===== config.mk =====
export PLATFORM = sky130hd
export DESIGN_NAME = sd_branch_metric
export DESIGN_NICKNAME = d
export VERILOG_FILES = /design/src/rtl/sdbm_pkg.sv /design/src/rtl/bmu_ctrl.sv /design/src/rtl/bmu_code_gen.sv /design/src/rtl/bmu_sq_pair.sv /design/src/rtl/sd_branch_metric.sv
export SDC_FILE = /design/constraint.sdc
export NUM_CORES = 1
export LEC_CHECK = 0
export ABC_AREA = 1
export CORE_MARGIN = 4
export CORE_UTILIZATION = 49
export DETAILED_ROUTE_END_ITERATION = 8
export GPL_TIMING_DRIVEN = 1
export PLACE_DENSITY = 0.76
export SLEW_MARGIN = 0
export SYNTH_ARGS = -nofsm -noshare
export SYNTH_HDL_FRONTEND = slang
export SYNTH_SLANG_ARGS = --single-unit

===== constraint.sdc =====
create_clock -name clk -period 2.12 [get_ports clk]
set_input_delay 0.636 -clock clk [delete_from_list [all_inputs] [get_ports clk]]
set_output_delay 0.636 -clock clk [all_outputs]
set_load 0.005 [all_outputs]

===== src/rtl/sdbm_pkg.sv =====
// Package: shared phase encoding for the branch metric unit controller.
// Assumes: used by bmu_ctrl only; values carry no external meaning.
package sdbm_pkg;
    typedef enum logic [1:0] {
        PH_IDLE  = 2'd0,
        PH_SWEEP = 2'd1,
        PH_HOLD  = 2'd2
    } bmu_phase_t;
endpackage


===== src/rtl/bmu_ctrl.sv =====
// Module: bmu_ctrl
// Sequences one sweep over all trellis states and runs the four-phase
// coupling to the path metric stage.
// Assumes: one state per clock; start needs idle phase and high enable.
module bmu_ctrl #(
    parameter int IDX_W = 6
) (
    input  logic             clk,
    input  logic             rst_n,
    input  logic             en_in,
    input  logic             pm_ready,
    output logic             load,
    output logic             sweep,
    output logic [IDX_W-1:0] idx,
    output logic             hold,
    output logic             pm_en
);
    import sdbm_pkg::*;

    localparam logic [IDX_W-1:0] LAST_IDX = '1;

    bmu_phase_t phase;
    logic       last;

    assign load  = (phase == PH_IDLE) && en_in;
    assign sweep = (phase == PH_SWEEP);
    assign hold  = (phase == PH_HOLD);
    assign last  = sweep && (idx == LAST_IDX);

    // Phase register: idle -> sweep -> hold -> idle.
    always_ff @(posedge clk) begin
        if (!rst_n) begin
            phase <= PH_IDLE;
        end else begin
            unique case (phase)
                PH_IDLE:  if (en_in)    phase <= PH_SWEEP;
                PH_SWEEP: if (last)     phase <= PH_HOLD;
                PH_HOLD:  if (pm_ready) phase <= PH_IDLE;
                default:                phase <= PH_IDLE;
            endcase
        end
    end

    // State index counter for the sweep.
    always_ff @(posedge clk) begin
        if (!rst_n)     idx <= '0;
        else if (load)  idx <= '0;
        else if (sweep) idx <= idx + 1'b1;
    end

    // Downstream enable: set at sweep end, held only while en_in stays high.
    always_ff @(posedge clk) begin
        if (!rst_n) pm_en <= 1'b0;
        else        pm_en <= en_in && (pm_en || last);
    end
endmodule


===== src/rtl/bmu_code_gen.sv =====
// Module: bmu_code_gen
// Expected code pair of one trellis branch: parity of the encoder window
// {assumed input, state} masked by each generator.
// Assumes: state MSB is the most recent input; generator MSB taps the input.
module bmu_code_gen #(
    parameter int             K   = 7,
    parameter logic [K-1:0]   G_A = 'o171,
    parameter logic [K-1:0]   G_B = 'o133
) (
    input  logic [K-2:0] state,
    input  logic         u,
    output logic [1:0]   code
);
    logic [K-1:0] window;

    // Parity of the window under each generator mask.
    always_comb begin
        window  = {u, state};
        code[1] = ^(window & G_A);
        code[0] = ^(window & G_B);
    end
endmodule


===== src/rtl/bmu_sq_pair.sv =====
// Module: bmu_sq_pair
// Squared distances of one soft symbol to both ideal levels (0 and full scale).
// Assumes: unsigned symbol; full-scale minus symbol equals its bitwise inverse.
module bmu_sq_pair #(
    parameter int SYM_W = 3,
    localparam int SQ_W = 2 * SYM_W
) (
    input  logic [SYM_W-1:0] sym,
    output logic [SQ_W-1:0]  sq_near,
    output logic [SQ_W-1:0]  sq_far
);
    logic [SYM_W-1:0] dist_far;

    // Both squares from the symbol and its distance to full scale.
    always_comb begin
        dist_far = ~sym;
        sq_near  = SQ_W'(sym) * SQ_W'(sym);
        sq_far   = SQ_W'(dist_far) * SQ_W'(dist_far);
    end
endmodule


===== src/rtl/sd_branch_metric.sv =====
// Module: sd_branch_metric (top)
// Soft-decision branch metric unit: captures a received pair, then emits the
// input-0 and input-1 squared Euclidean metrics for every state, one per clock.
// Assumes: rate-1/2 code, bit 0 at level 0, bit 1 at full scale.
module sd_branch_metric #(
    parameter int              SYM_W = 3,
    parameter int              K     = 7,
    parameter logic [K-1:0]    G_A   = 'o171,
    parameter logic [K-1:0]    G_B   = 'o133,
    localparam int             ST_W  = K - 1,
    localparam int             MET_W = 2 * SYM_W + 1
) (
    input  logic             clk,
    input  logic             rst_n,
    input  logic             en_in,
    input  logic [SYM_W-1:0] sym_a,
    input  logic [SYM_W-1:0] sym_b,
    input  logic             pm_ready,
    output logic             met_valid,
    output logic [ST_W-1:0]  met_state,
    output logic [MET_W-1:0] met_zero,
    output logic [MET_W-1:0] met_one,
    output logic             bm_ready,
    output logic             pm_enable
);
    localparam int SQ_W = 2 * SYM_W;

    logic             load;
    logic             sweep;
    logic [ST_W-1:0]  idx;
    logic [SYM_W-1:0] sym_q   [2];
    logic [SQ_W-1:0]  sq_near [2];
    logic [SQ_W-1:0]  sq_far  [2];
    logic [MET_W-1:0] met_c   [2];

    bmu_ctrl #(.IDX_W(ST_W)) i_ctrl (
        .clk      (clk),
        .rst_n    (rst_n),
        .en_in    (en_in),
        .pm_ready (pm_ready),
        .load     (load),
        .sweep    (sweep),
        .idx      (idx),
        .hold     (bm_ready),
        .pm_en    (pm_enable)
    );

    // Capture the received pair on the start edge only.
    always_ff @(posedge clk) begin
        if (!rst_n) begin
            sym_q[0] <= '0;
            sym_q[1] <= '0;
        end else if (load) begin
            sym_q[0] <= sym_a;
            sym_q[1] <= sym_b;
        end
    end

    for (genvar gs = 0; gs < 2; gs++) begin : g_sym
        bmu_sq_pair #(.SYM_W(SYM_W)) i_sq (
            .sym     (sym_q[gs]),
            .sq_near (sq_near[gs]),
            .sq_far  (sq_far[gs])
        );
    end

    for (genvar gu = 0; gu < 2; gu++) begin : g_branch
        logic [1:0] code;

        bmu_code_gen #(.K(K), .G_A(G_A), .G_B(G_B)) i_code (
            .state (idx),
            .u     (1'(gu)),
            .code  (code)
        );

        // Select each term by its code bit and add the pair.
        always_comb begin
            met_c[gu] = MET_W'(code[1] ? sq_far[0] : sq_near[0])
                      + MET_W'(code[0] ? sq_far[1] : sq_near[1]);
        end
    end

    // Registered metric outputs, one state per clock during a sweep.
    always_ff @(posedge clk) begin
        if (!rst_n) begin
            met_valid <= 1'b0;
            met_state <= '0;
            met_zero  <= '0;
            met_one   <= '0;
        end else begin
            met_valid <= sweep;
            if (sweep) begin
                met_state <= idx;
                met_zero  <= met_c[0];
                met_one   <= met_c[1];
            end
        end
    end
endmodule


==> results.ini <==
[status]
status = finished, final reports clean

[drt]
avgViaCountPerCell = 4.99
firstDrtPassIters = 4
drc = 0
routed_wirelength_um = 5170
vias = 2165
final_antenna_net_count = 0
drtIter0Drc = 113
routedWlPerCell_um = 11.9

[synth]
syn-cell-area_sq_um = 2240
synth-async-reset-ratio_pct = 0
ys.warnings.count = 0
syn-num-nets = 363
synth-seq-cells = 36
synth_cells = 335
synth_flop_cell = dfxtp_1
synthDistinctLibCells = 22
synth_edf_count = 6
syn_area_per_cell_sq_um = 6.68
ys_seq_area_share_pct = 34.9

[global_route]
grt_util_all_layers_pct = 19.7
antenna_found_initial = 0
met3_usage_pct = 4.35
grt_start_max_net_pins = 23
met1_usage_pct = 22.8
overflow = 0
grt_pass1_vias = 2026
grt_pass1_wl_um = 8680
grt-busiest-layer = met2
met2_usage_pct = 35.2

[clocking]
cts_max_level = 2
cts_buffers = 5
cts_buffer_depth = 2
clk_pin_slew_worst_paths_ps = 70
root_buffer = clkbuf_8
clkSinkCount = 36
cts_tree = done
clock_latency_ps = 290

[placed_design]
gp_congestion = 0.919
post-place-ws_ps = -62.1
dp_hpwl_um = 3890
dpl.cell_count = 421
io_buffers = 32
dpl-instance-area_sq_um = 2680

[power_and_ir_drop]
p_seq_share_pct = 40.9
p_total_uw = 1900
leakagePower_uw = 0.00136
comb_power_share_pct = 32.1
switching_power_uw = 597
p_sw_share_pct = 31.5
power_density_nw_per_um2 = 651
vdd_ir_drop_max_mv = 0.389
p_int_uw = 1300
pwr-share-clk_pct = 27.1

[layout]
fin_cells = 434
area.growth.synth_to_final_pct = 30.4
diodes = 0
final_nets = 409
drive_above_1_share_pct = 14.1
fin_util_pct = 66.6
post-route-cell-area_sq_um = 2920

[timing]
rsz0062_at_grt = true
setup_slack_ps = 26.2
skew_ps = 4.50
maxSlewViolCount = 0
worst-slew-pin-transition_ps = 576
fin_crit_sh_pct = 98.8
relSlewSlack_pct = 61.5
setup_viol = 0
hold_viol = 0
fin_crit_ps = 2090
fmax_ghz = 0.478

[worst_setup_path]
regToRegSetupSlack_ps = 30
cp.arrival_ps = 2320
r2r_start = i_ctrl.idx[1]
crit_start = i_ctrl.idx[1]
cp-start-kind = register
cp_max_fo = 5
end_kind = register
setup.worst_path.class = reg2reg
required_ps = 2350

[min_path]
hold_path.startpoint = i_ctrl.pm_en
holdCritPathClass = reg2reg

[die]
die_w_um = 75.6
io_pins = 33
die_area_sq_um = 5710
initial_core_util_pct = 51.1
dieHeight_um = 75.6
core_sq_um = 4380
rows = 24

[run]
max_cap_viol_count = 0

==> flip-flops by register name, summed over array words and instances, names as in the netlist <==
| name | count |
|---|---|
| sym_q | 6 |
| met_valid | 1 |
| met_one | 7 |
| i_ctrl.phase | 2 |
| met_state | 6 |
| met_zero | 7 |
| i_ctrl.pm_en | 1 |
| i_ctrl.idx | 6 |
==> path summary, 6_finish.rpt <==
check,end,cells past startpoint
setup / recovery,met_one[6],12
hold / removal,i_ctrl.pm_en,2
setup reg to reg,met_one[6],12
hold reg to reg,i_ctrl.pm_en,2
==> cell families after synthesis <==
group                    count (synthesis)  synth area share (%)
AND/OR/NAND/NOR                        163                  28.5
adder cells (fa/ha/maj)                 18                  10.7
AO/OA/AOI/OAI                           50                  11.3
buffers and inverters                   60                  11.5
XOR/XNOR                                 8                  3.13
flip-flops                              36                  34.9
==> cell usage after synthesis, types with 2 or more instances <==
master / instances / share of area (%)
nand2_1: 97 / 16
ha_1: 16 / 8.9
fa_1: 2 / 1.8
o21ai_1: 10 / 2.2
edfxtp_1: 6 / 8.0
buf_4: 3 / 1.0
o21ai_0: 20 / 4.5
xnor2_1: 2 / 0.78
xor2_1: 6 / 2.3
inv_1: 48 / 8.0
buf_2: 5 / 1.1
buf_6: 2 / 1.0
nand2_2: 2 / 0.56
a21oi_1: 19 / 4.2
dfxtp_1: 30 / 27
nand3_1: 12 / 2.7
nor2_1: 50 / 8.4
==> layer usage <==
| metal | part of all wire [%] | wire length (um) |
|---|---|---|
| met1 | 42 | 2160 |
| met2 | 53 | 2720 |
| met3 | 3.2 | 164 |
| met4 | 2.4 | 123 |
| met5 | 0 | 0 |
==> repair_timing <==
item	4_1_cts	5_1_grt
setup endpoints to repair	8	9
setup buffers	0	5
hold buffers	0	0
pin swaps	2	13
resized for setup	4	21
==> through the flow <==
step,setup TNS [ps],hold WS (ps)
3_3_place_gp,0,434
2_1_floorplan,0,442
6_report,0,446
4_1_cts,0,450
3_5_place_dp,-252,439
5_1_grt,-334,471
==> critical path, cell delays in order (launching register included) <==
cell and delay (ps):
dfxtp_2 340, ha_4 290, xor2_2 150, nand2_1 110, nand2_4 110, nand2_2 50, nand2_1 70, ha_2 190
inv_2 40, fa_2 390, o21ai_2 120, nand2_1 60, a21oi_1 110
==> area by class of cell <==
| type | instances | area [sq um] |
|---|---|---|
| clock buffer | 7 | 86.3 |
| clock inverter | 1 | 6.26 |
| fill | 385 | 1470 |
| inverter | 49 | 184 |
| multi-input combinational | 239 | 1310 |
| sequential | 36 | 786 |
| tap | 52 | 65.1 |
| timing repair buffer | 50 | 480 |
==> layout by cell type, fill, tap and decap left out, types with 12 or more instances in the layout <==
cell / instances
inv_1: 46
nand2_1: 92
nand3_1: 12
buf_4: 16
nor2_1: 49
o21ai_0: 18
clkdlybuf4s50_1: 32
a21oi_1: 19
dfxtp_1: 26
==> power groups by stage <==
stage	Combinational (uW)	Clock, uW	Sequential (uW)
finish	609	514	776
global route	691	562	784
CTS	543	528	777
detailed placement	537	0	792
global placement	521	0	790
floorplan	349	0	790
No activity file was read; power rests on OpenSTA's default activity.
